**src/rtl/excl_grant_pkg.sv**
```systemverilog
package excl_grant_pkg;

    localparam int LFSR_W = 16;
    typedef logic [LFSR_W-1:0] lfsr_t;

    // Galois feedback mask for a maximal-length 16-bit sequence
    localparam lfsr_t LFSR_POLY = 16'hB400;
    localparam lfsr_t LFSR_SEED = 16'hACE1;

    // Role of one requester slot in the current cycle
    typedef enum logic [1:0] {
        SLOT_IDLE = 2'd0,   // no request, no grant
        SLOT_HELD = 2'd1,   // granted and still requesting
        SLOT_WAIT = 2'd2,   // requesting, not yet granted
        SLOT_DROP = 2'd3    // granted, request withdrawn
    } slot_e;

    typedef struct packed {
        logic  req;
        logic  grant;
    } slot_in_t;

    function automatic lfsr_t lfsr_step(input lfsr_t s);
        lfsr_t n;
        n = s >> 1;
        if (s[0]) n = n ^ LFSR_POLY;
        return n;
    endfunction

    function automatic slot_e classify(input slot_in_t s);
        slot_e r;
        case ({s.grant, s.req})
            2'b11:   r = SLOT_HELD;
            2'b01:   r = SLOT_WAIT;
            2'b10:   r = SLOT_DROP;
            default: r = SLOT_IDLE;
        endcase
        return r;
    endfunction

endpackage

```
**src/rtl/excl_grant_lfsr.sv**
```systemverilog
module excl_grant_lfsr
    import excl_grant_pkg::*;
#(
    parameter lfsr_t SEED = LFSR_SEED
) (
    input  logic  clk,
    input  logic  rst,
    output lfsr_t state_o
);

    lfsr_t state_q;

    always_ff @(posedge clk) begin
        if (rst) state_q <= SEED;
        else     state_q <= lfsr_step(state_q);
    end

    assign state_o = state_q;

    // the random source never locks up in the all-zero state
    p_lfsr_nonzero_r8: assert property (@(posedge clk) disable iff (rst)
        state_q != '0);

endmodule

```
**src/rtl/excl_grant_rotor.sv**
```systemverilog
module excl_grant_rotor
    import excl_grant_pkg::*;
#(
    parameter int N  = 4,
    parameter int IW = (N > 1) ? $clog2(N) : 1
) (
    input  lfsr_t         rand_i,
    output logic [IW-1:0] rot_o
);

    assign rot_o = IW'(int'(rand_i) % N);

    // the rotation always names a real requester
    always_comb begin
        p_rot_in_range_r8: assert (int'(rot_o) < N);
    end

endmodule

```
**src/rtl/excl_grant_pick.sv**
```systemverilog
module excl_grant_pick
    import excl_grant_pkg::*;
#(
    parameter int N  = 4,
    parameter int IW = (N > 1) ? $clog2(N) : 1
) (
    input  logic [IW-1:0]         rot_i,
    input  logic [N-1:0]          req_i,
    input  logic [N-1:0]          grant_i,
    input  logic [N-1:0][N-1:0]   nbr_i,
    output logic [N-1:0]          next_o
);

    slot_e             role [N];
    logic [N-1:0]      taken;
    logic [IW-1:0]     idx;

    always_comb begin
        for (int i = 0; i < N; i++) begin
            role[i] = classify('{req: req_i[i], grant: grant_i[i]});
        end
        // Standing grants keep their place first
        taken = '0;
        for (int i = 0; i < N; i++) begin
            if (role[i] == SLOT_HELD) taken[i] = 1'b1;
        end
        // Waiting requesters in rotated order, greedy independent set
        idx = '0;
        for (int k = 0; k < N; k++) begin
            idx = IW'((int'(rot_i) + k) % N);
            if (role[idx] == SLOT_WAIT && (nbr_i[idx] & taken) == '0) begin
                taken[idx] = 1'b1;
            end
        end
        next_o = taken;
    end

    // nothing is proposed for a requester that is not asking
    always_comb begin
        p_pick_subset_r3: assert ((next_o & ~req_i) == '0);
    end

endmodule

```
**src/rtl/excl_grant_arbiter.sv**
```systemverilog
module excl_grant_arbiter
    import excl_grant_pkg::*;
#(
    parameter int           N        = 4,
    parameter logic [N*N-1:0] CONFLICT = 16'h5A5A,
    parameter lfsr_t        SEED     = LFSR_SEED
) (
    input  logic         clk,
    input  logic         rst,
    input  logic [N-1:0] req_i,
    output logic [N-1:0] grant_o
);

    localparam int IW = (N > 1) ? $clog2(N) : 1;

    logic [N-1:0][N-1:0] nbr;
    lfsr_t               rand_w;
    logic [IW-1:0]       rot_w;
    logic [N-1:0]        next_w;
    logic [N-1:0]        grant_q;

    // Symmetrised adjacency with self-loops removed
    for (genvar gi = 0; gi < N; gi++) begin : g_row
        for (genvar gj = 0; gj < N; gj++) begin : g_col
            if (gi == gj) begin : g_diag
                assign nbr[gi][gj] = 1'b0;
            end else begin : g_off
                assign nbr[gi][gj] = CONFLICT[gi*N+gj] | CONFLICT[gj*N+gi];
            end
        end
    end

    excl_grant_lfsr #(.SEED(SEED)) lfsr_i (
        .clk     (clk),
        .rst     (rst),
        .state_o (rand_w)
    );

    excl_grant_rotor #(.N(N), .IW(IW)) rotor_i (
        .rand_i (rand_w),
        .rot_o  (rot_w)
    );

    excl_grant_pick #(.N(N), .IW(IW)) pick_i (
        .rot_i   (rot_w),
        .req_i   (req_i),
        .grant_i (grant_q),
        .nbr_i   (nbr),
        .next_o  (next_w)
    );

    always_ff @(posedge clk) begin
        if (rst) grant_q <= '0;
        else     grant_q <= next_w;
    end

    assign grant_o = grant_q;

    // reset clears every grant on the next edge
    p_reset_clear_r1: assert property (@(posedge clk)
        rst |=> grant_q == '0);

    for (genvar ai = 0; ai < N; ai++) begin : g_chk
        // a grant only appears for a requester that asked
        p_rise_needs_req_r3: assert property (@(posedge clk) disable iff (rst)
            (!grant_q[ai] ##1 grant_q[ai]) |-> $past(req_i[ai]));
        // withdrawal releases the grant after one edge
        p_release_r4: assert property (@(posedge clk) disable iff (rst)
            (grant_q[ai] && !req_i[ai]) |=> !grant_q[ai]);
        // a standing grant survives while still requested
        p_hold_r5: assert property (@(posedge clk) disable iff (rst)
            (grant_q[ai] && req_i[ai]) |=> grant_q[ai]);
        // an unserved requester is blocked by a granted neighbour
        p_blocked_r6: assert property (@(posedge clk) disable iff (rst)
            (req_i[ai] && !rst) |=> (grant_q[ai] || (nbr[ai] & grant_q) != '0));
        for (genvar aj = ai + 1; aj < N; aj++) begin : g_pair
            if ((CONFLICT[ai*N+aj] | CONFLICT[aj*N+ai]) == 1'b1) begin : g_edge
                // adjacent requesters never share a grant
                p_indep_r2: assert property (@(posedge clk) disable iff (rst)
                    !(grant_q[ai] && grant_q[aj]));
            end
        end
    end

endmodule

```
**config.mk**
```make
export PLATFORM = sky130hd
export DESIGN_NAME = excl_grant_arbiter
export DESIGN_NICKNAME = d
export VERILOG_FILES = /design/src/rtl/excl_grant_pkg.sv /design/src/rtl/excl_grant_lfsr.sv /design/src/rtl/excl_grant_rotor.sv /design/src/rtl/excl_grant_pick.sv /design/src/rtl/excl_grant_arbiter.sv
export SDC_FILE = /design/constraint.sdc
export NUM_CORES = 1
export LEC_CHECK = 0
export ABC_AREA = 1
export BUFFER_PORTS_ARGS = -buffer_cell sky130_fd_sc_hd__buf_2
export CAP_MARGIN = 30
export CORE_ASPECT_RATIO = 0.75
export CORE_MARGIN = 4
export CORE_UTILIZATION = 42
export DETAILED_ROUTE_END_ITERATION = 12
export GPL_TIMING_DRIVEN = 0
export PLACE_DENSITY = 0.69
export SLEW_MARGIN = 10
export SYNTH_ARGS = -nofsm -noshare
export SYNTH_HDL_FRONTEND = slang
export SYNTH_HIERARCHICAL = 1
export SYNTH_SLANG_ARGS = --single-unit
```
**constraint.sdc**
```tcl
create_clock -name clk -period 3.08 [get_ports clk]
set_input_delay 0.154 -clock clk [delete_from_list [all_inputs] [get_ports clk]]
set_output_delay 0.154 -clock clk [all_outputs]
set_load 0.01 [all_outputs]
```
======== Word level (Yosys, flattened, before mapping) ========
Cells that the tools add are included.
word-level totals
  register bits after elaboration ......... 20
  input port bits ......................... 6
  output and inout port bits .............. 4
  word-level logic and storage cells ...... 103
operators by class
  add/sub/neg operators ................... 3
  $lt $le $gt $ge ......................... 12
  equal/unequal tests ..................... 20
  mux-type cells .......................... 41
  bitwise gates (word level) .............. 13
  reduce and logical (&&, ||, !) cells .... 12
operators with widths
  kind                   number
  $bmux W4 S2            4
  $mux W4                8
  $eq A2 B2 Y1 const B   12
  $pmux W2 S3            4
  $and A4 B4 Y4          4
  $bmux W2 S2            4
  $eq A2 B1 Y1 const B   8
  $logic_not A4 Y1       4
  $mux W16               1
  $mux W2                8
  $or A4 B4 Y4           4
  $ge A3 B3 Y1 const B   4
  $lt A2 B3 Y1 const B   4
  $not A2 Y3             4
  $demux W1 S2           4
  $ge A2 B1 Y1 const B   4
  $logic_and A1 B1 Y1    8
  $mux W1                8
  $add A2 B2 Y2 const B  2
  $not A3 Y4             1
  $add A2 B1 Y2 const B  1

======== Logic depth before layout (Yosys ltp) ========
Gate-level depths: netlist of run 1.
  depth after elaboration ................. 20
  gate-level depth with buffers ........... 27
  gate-level depth less buffers ........... 26

======== Modules after synthesis ========
Netlist of run 1, hierarchy kept.
modules (own cells, without submodules)
  module              times used  cells each  area an instance (um2)  sequential area each (um2)
  excl_grant_pick     1           209         1157.4                  0.0
  excl_grant_lfsr     1           51          474.2                   320.3
  excl_grant_arbiter  1           14          117.6                   80.1
  excl_grant_rotor    1           2           15.0                    0.0

======== Least setup slack after synthesis of run 1 ========
OpenSTA, ideal clock, no wires.
  kind .................................... reg2reg
  start point ............................. reg lfsr_i.state_q[1] (netlist: lfsr_i/state_o[1])
  end point ............................... reg grant_q[1] (netlist: grant_o[1])
  setup time .............................. 0.109 ns
  arrival time ............................ 2.568 ns
  slack ................................... 0.403 ns
  cell stages (with the launch flop) ...... 24
  path buffers ............................ 4
  period minus slack after synthesis ...... 2.677 ns
  path through ............................ dfxtp_1 > buf_4 > buf_2 > inv_2 > buf_2 > ha_1 > clkbuf_1 > nand2_1 > o21ai_1 > nand2_1 > nand2_1 > inv_2 > nand3_1 > nand2_1 > nand2_1 > nand2_2 > nor2_8 > nand3_1 > a21oi_2 > nor2_4 > nand3_1 > nand2_1 > inv_1 > nor2_1
between the ends
  cells in the longest elaborated chain, start to end .. 19
RTL lines
  item                                                   line                      source
  from (decl)                                            excl_grant_lfsr.sv:11     lfsr_t state_q;
  from (signal assigned)                                 excl_grant_lfsr.sv:15     else state_q <= lfsr_step(state_q);
  branches (longest 18 deep; another with $lt A2 B3 Y1)  n/a
  $mux W4 (*)                                            excl_grant_pick.sv:31     if (role[idx] == SLOT_WAIT && (nbr_i[idx] & taken) == '0) begin
  net next_w[1]                                          excl_grant_arbiter.sv:19  logic [N-1:0] next_w;
  to (signal assigned)                                   excl_grant_arbiter.sv:54  else grant_q <= next_w;
  to (decl)                                              excl_grant_arbiter.sv:20  logic [N-1:0] grant_q;
Mark *: on every way through the listed nets, which the timed path passes. The select of a mux whose other input is x is not followed.
A chain may end at the register's enable or synchronous reset.

======== Worst setup path after layout of run 1 ========
  start point ............................. reg lfsr_i.state_q[0] (netlist: lfsr_i/state_o[0])
  end point ............................... reg grant_q[0] (netlist: grant_o[0])
The elaborated chain is that of the path after synthesis.

==> summary.txt, run 1 <==
Run status
  – Status: complete, no violations

Setup path
  – Data required, critical path: 3.23 ns
  – CP startpoint kind: flip-flop
  – Critical path origin: lfsr_i/state_o[0]
  – CP endpoint: grant_o[0]
  – R2R depth: 25
  – Worst path max stage delay: 0.38 ns
  – Critical path's slowest cell: dfxtp_2
  – Reg2Reg Launch Point: lfsr_i/state_o[0]
  – FF-to-FF setup slack: 0.35 ns
  – Crit Path Max Fanout: 13
  – Worst Setup End Kind: flip-flop
  – R2R Path End: grant_o[0]
  – Arrival time of the worst setup path: 2.88 ns
  – CP dominant cell by count: nand2_1
  – Critical path class: flip-flop to flip-flop

Yosys
  – Xor and xnor fraction of the mapped netlist area: 0
  – Fraction of registers with async set/reset: 0
  – Synth Area in Compound Gates: 0.0752
  – Most common cell in the netlist: nand2_1
  – Mapped Cells: 276
  – Mux cell area share after synthesis: 0.0340
  – Area share of the largest cell type after synthesis: 0.227
  – Number of flops mapped to enable cells by yosys: 0
  – Most area-hungry cell type in the Yosys netlist: dfxtp_1
  – Synth Area in Simple Gates: 0.399
  – Post-Synth Adder-Cell Area: 0.128
  – Yosys warns: 6
  – Top FF cell, synth: dfxtp_1
  – Commonest cells in the netlist: nand2_1 (77), inv_1 (38), nand3_1 (32)
  – Sequential element share of the synthesized area: 0.227
  – Post-Syn Area per Cell: 6.39 µm²
  – Area of the mapped netlist: 1760 µm²
  – Synth unique cells: 28
  – Top post-synthesis cells by area: dfxtp_1 (23%), nand2_1 (16%), ha_1 (13%), nand3_1 (9.1%), inv_1 (8.1%)
  – Post-synthesis register bit count: 20
  – Largest family of logic cells by synthesized area: simple AND/OR/NAND/NOR gates

Global route
  – First-pass GRT wire length: 6210 µm
  – Vias in the first global route: 1419
  – Grt total ovfl: 0
  – Largest net degree at the start of global routing: 14
  – Initial antenna violation count: 0
  – Gr usage total: 0.140

Clocking
  – # H-tree levels: 1
  – Clk buf depth: 2
  – Clock latency on the worst-skew pair: 0.25 ns
  – CTS Hold Bufs: 0
  – Total CTS buffers: 3
  – Clock-pin slew on the worst setup and hold paths: 0.07 ns
  – Postcts setup bufs: 0
  – TritonCTS clock tree: yes
  – Clk Tree Root Cell: clkbuf_8
  – CTS Sinks: 20

Placed design
  – Detailed Place HPWL: 2910 µm
  – Pre-CTS setup slack: -0.0684 ns
  – IO Port Bufs: 9
  – Routability Congestion: 0.910

Drt
  – Post-DR wirelength/cell: 9.56 µm
  – Drt drc: 0
  – Post-DRT Antenna Nets: 0
  – Overall routed net length: 3560 µm
  – Detailed Routing Iterations Pass 1: 4
  – Vias post-DR: 1621
  – Routed vias/inst: 4.36
  – 1st-iter DRT viols: 88

Hold path
  – Worst hold path class: primary input to flip-flop

Cells and area
  – Share of post-route cells with drive strength above 1: 0.145
  – Filler cells: 420
  – Layout Utilization: 0.506
  – Fin nets: 342
  – ANT cells: 0
  – Area growth, synth to finish: 16.4%

Power
  – P_leak: 1.17 nW
  – Worst IR Drop VDD: 0.433 mV
  – Total Power: 0.935 mW
  – P per Cell Area: 455 nW/µm²

STA
  – Final hold vios: 0
  – Fin. max-slew vios: 0
  – Fmax: 366 MHz
  – Min Tclk post-route: 2.73 ns
  – RSZ-0062 raised after global routing: no
  – Fin worst setup slack: 0.346 ns
  – Worst Skew: 0.00420 ns
  – Period Utilization, post-route: 0.888
  – Final setup fails: 0

Floorplan
  – Die ar.: 5310 µm²
  – Die Y: 64.1 µm
  – Core area: 4050 µm²
  – Io pins: 10
  – Die W: 82.8 µm
  – Row count: 20
  – Effective utilization at floorplan: 0.435

Run
  – Max cap viols: 0
cells by family (layout without fill, tap and decap cells):
logic type,Yosys count,in the layout
mux,6,6
simple gates,154,154
other cells,2,32
buf+inv,54,65
fa+ha+maj,18,18
flops,20,20
compound gates,22,22
registers in the layout, indices dropped and copies added (netlist names):
signal          flops
lfsr_i/state_o     16
grant_o             4
layer usage:
metal  vias up  GRT usage  routed length [µm]
met2        27      0.214                1490
met1       689      0.210                1870
met3         2     0.0193                 184
met4         0     0.0265                  14
li1        903          -                   -
met5         -          0                   0
stage by stage:
stage / TNS, ns / hold WS (ns) / instances / area [µm²]
2_1_floorplan: 0 / 0.225 / 306 / 1880
3_3_place_gp: -0.209 / 0.386 / 370 / 1990
3_5_place_dp: -0.245 / 0.393 / 370 / 1990
4_1_cts: 0 / 0.172 / 373 / 2040
5_1_grt: 0 / 0.187 / 372 / 2050
6_report: 0 / 0.178 / 372 / 2050
power by group:
group	leakage, nW	switching (mW)	internal (mW)
Clock	0.0288	0.0781	0.114
Combinational	0.973	0.282	0.157
Sequential	0.166	0.0180	0.286
cells in the final DEF (no fill, tap or decap), types with 2 or more instances in the layout:
master	instances
nand3_1	32
nand2_1	77
ha_1	17
buf_4	4
clkbuf_8	4
mux2i_1	6
nor2_4	2
o21ai_0	8
or2_1	5
conb_1	32
inv_2	7
nand2_2	7
a31oi_1	4
buf_2	9
o21ai_1	5
buf_6	2
nor2_1	25
inv_1	38
nand3_2	3
dfxtp_1	19
timing repair:
item / CTS / global route
pin swaps: 0 / 1
resized for setup: 0 / 5
setup endpoints to repair: 4 / 4
how the worst min path moves through the flow:
| stage | slack (ns) | startpoint | cells past startpoint | end |
|---|---|---|---|---|
| 2_1_floorplan | 0.23 | rst | 1 | grant_o[0] |
| 3_3_place_gp | 0.39 | lfsr_i/state_o[7] | 1 | lfsr_i/state_o[6] |
| 3_5_place_dp | 0.39 | lfsr_i/state_o[12] | 1 | lfsr_i/state_o[11] |
| 4_1_cts | 0.17 | rst | 2 | grant_o[2] |
| 5_1_grt | 0.19 | rst | 2 | grant_o[3] |
| 6_report | 0.18 | rst | 2 | grant_o[2] |
critical path: cells and delay by family (launching register included):
| kind | cells | cell delay (ns) |
|---|---|---|
| buf+inv | 6 | 0.57 |
| compound gates | 1 | 0.18 |
| simple gates | 18 | 1.50 |
| flops | 1 | 0.38 |
layout make-up:
class                      count  area, µm²  area share
sequential                    20        402       0.196
timing repair buffer           9       45.0      0.0219
buffer                         7       60.1      0.0293
multi-input combinational    232       1250       0.611
inverter                      45        169      0.0823
clock buffer                   4       55.1      0.0268
tap                           55       68.8      0.0335
No activity file was read; power rests on OpenSTA's default activity.
==> inputs of run 2 (changes only) <==
PLACE_DENSITY = 0.72   (was 0.69)
REMOVE_ABC_BUFFERS = 1   (was default)
clock period = 2.5 ns   (was 3.08 ns; I/O delays follow)
==> summary.txt, run 2 (synthesis results as in run 1) <==
Run status
  – Status: finished, violations left (was complete, no violations)
  – Failing checks: negative setup slack

Drt
  – Detailed Routing Iterations Pass 1: 4 (unchanged)
  – 1st-iter DRT viols: 118 (was 88)
  – Vias post-DR: 1813 (was 1621)
  – Overall routed net length: 4450 µm (was 3560 µm)
  – Routed vias/inst: 4.71 (was 4.36)
  – Post-DR wirelength/cell: 11.6 µm (was 9.56 µm)
  – Post-DRT Antenna Nets: 0 (unchanged)
  – Drt drc: 0 (unchanged)

STA
  – Final hold slack: 0.215 ns (was 0.178 ns)
  – Fmax: 380 MHz (was 366 MHz)
  – Worst Skew: 0.00568 ns (was 0.00420 ns)
  – RSZ-0062 raised after global routing: yes (was no)
  – Min Tclk post-route: 2.63 ns (was 2.73 ns)
  – Final hold vios: 0 (unchanged)
  – Final setup fails: 4 (was 0)
  – Fin. max-slew vios: 0 (unchanged)
  – Period Utilization, post-route: 1.05 (was 0.888)
  – Fin worst setup slack: -0.132 ns (was 0.346 ns)

Setup path
  – Reg2Reg Launch Point: lfsr_i/state_o[0] (unchanged)
  – Data required, critical path: 2.68 ns (was 3.23 ns)
  – R2R Path End: grant_o[0] (unchanged)
  – Arrival time of the worst setup path: 2.81 ns (was 2.88 ns)
  – Crit Path Max Fanout: 7 (was 13)
  – Critical path class: flip-flop to flip-flop (unchanged)
  – CP startpoint kind: flip-flop (unchanged)
  – FF-to-FF setup slack: -0.13 ns (was 0.35 ns)
  – R2R depth: 23 (was 25)
  – Worst Setup End Kind: flip-flop (unchanged)

Clocking
  – CTS Sinks: 20 (unchanged)
  – CTS Hold Bufs: 0 (unchanged)
  – Total CTS buffers: 3 (unchanged)
  – # H-tree levels: 1 (unchanged)
  – TritonCTS clock tree: yes (unchanged)
  – Clk buf depth: 2 (unchanged)
  – Clk Tree Root Cell: clkbuf_8 (unchanged)
  – Clock latency on the worst-skew pair: 0.25 ns (about the same)
  – Clock-pin slew on the worst setup and hold paths: 0.07 ns (about the same)

Power
  – Worst IR Drop VDD: 0.587 mV (was 0.433 mV)
  – P_leak: 1.29 nW (was 1.17 nW)
  – P per Cell Area: 553 nW/µm² (was 455 nW/µm²)

Cells and area
  – Most frequent cells in the layout: nand2_1 (57), inv_1 (37), conb_1 (32) (was nand2_1 (77), inv_1 (38), nand3_1 (32), conb_1 (32), nor2_1 (25))
  – Layout Utilization: 0.611 (was 0.506)
  – Area growth, synth to finish: 40.4% (was 16.4%)
  – Most common cell after layout, fill and taps aside: nand2_1 (unchanged)
  – Max reg flops: 16 (unchanged)
  – Fin nets: 355 (was 342)
  – Share of post-route cells with drive strength above 1: 0.345 (was 0.145)
  – ANT cells: 0 (unchanged)

Placed design
  – Routability Congestion: 0.896 (was 0.910)
  – IO Port Bufs: 9 (unchanged)
  – Detailed Place HPWL: 2740 µm (was 2910 µm)

Global route
  – Vias in the first global route: 1579 (was 1419)
  – Largest net degree at the start of global routing: 18 (was 14)
  – First-pass GRT wire length: 6960 µm (was 6210 µm)
  – Gr usage total: 0.158 (was 0.140)
  – Initial antenna violation count: 0 (unchanged)
  – Grt total ovfl: 0 (unchanged)

Hold path
  – Worst hold path class: primary input to flip-flop (unchanged)
  – Hold worst-path end: grant_o[2] (unchanged)
  – Min-delay src: rst (unchanged)
  – Min-Delay Path Depth: 2 (unchanged)

Floorplan
  – Core area: 4050 µm² (unchanged)
  – Effective utilization at floorplan: 0.435 (unchanged)
  – Die ar.: 5310 µm² (unchanged)
  – Row count: 20 (unchanged)
  – Die Y: 64.1 µm (unchanged)
  – Io pins: 10 (unchanged)
  – Die W: 82.8 µm (unchanged)

Run
  – Max cap viols: 0 (unchanged)
-- run 2: cell count changes in the layout (fill, tap and decap cells not counted), sizes merged --
cell and change:
clkbuf -1, buf +14
-- run 2: metal layers --
layer  share of wire  vias to the layer above  global-route usage  wire (µm)
met5               0                        -                   0          0
met4          0.0038                        0              0.0286         17
met3           0.057                        4              0.0399        254
met2            0.50                       40               0.270       2210
met1            0.44                      838               0.203       1970
li1                -                      931                   -          -
-- run 2: worst max-delay path by stage --
| stage | from | cells past startpoint | end | slack, ns |
|---|---|---|---|---|
| after floorplan | lfsr_i/state_o[0] | 19 | grant_o[1] | -0.51 |
| after global placement | lfsr_i/state_o[0] | 19 | grant_o[0] | -1.21 |
| after detailed placement | lfsr_i/state_o[0] | 21 | grant_o[2] | -0.69 |
| after CTS | grant_o[2] | 22 | grant_o[0] | -0.04 |
| after global routing | grant_o[1] | 22 | grant_o[0] | -0.35 |
| final | lfsr_i/state_o[0] | 23 | grant_o[0] | -0.13 |
-- run 2: critical path: stages, from the launching register on --
cell and delay (ns):
dfxtp_4 0.37, buf_16 0.15, buf_8 0.14, o21ai_1 0.14, nand3_2 0.14, nand2_4 0.12, nand3_2 0.08, nand2_1 0.10
nand2_1 0.05, nand2_1 0.09, nor2_4 0.06, nand3_1 0.07, nand2_1 0.10, nand2_2 0.10, nand2_1 0.06, inv_2 0.10
nand3_2 0.09, nand3_2 0.07, nand2_2 0.06, nor2_4 0.16, nand3_2 0.10, nand2_2 0.07, inv_1 0.04, nor2_1 0.09
-- run 2: through the flow --
stage	cell area (µm²)	std cells	total power, mW	setup TNS (ns)	setup WS, ns
2_1_floorplan	1810	297	0.784	-2.04	-0.509
3_3_place_gp	1920	361	0.892	-4.82	-1.21
3_5_place_dp	1950	362	0.905	-2.73	-0.689
4_1_cts	2310	382	1.27	-0.146	-0.0429
5_1_grt	2480	385	1.47	-1.31	-0.347
6_report	2480	385	1.37	-0.438	-0.132
-- run 2: what timing repair did --
action,4_1_cts,5_1_grt
setup endpoints to repair,4,4
buffers inserted,16,3
gates resized for setup,48,37
pin swaps,15,29
cloned,0,0
-- run 2: layout make-up --
cell class | instances | area (µm²)
clock buffers | 4 | 55.1
fillers | 359 | 1580
inverters | 45 | 193
multi-input cells | 232 | 1510
flip-flops and latches | 20 | 418
well taps | 55 | 68.8
repair buffers | 29 | 235
-- run 2: power breakdown --
part	switching [mW]	leakage (nW)	internal, mW
Combinational	0.440	1.09	0.302
Sequential	0.0338	0.170	0.357
Clock	0.0956	0.0288	0.140
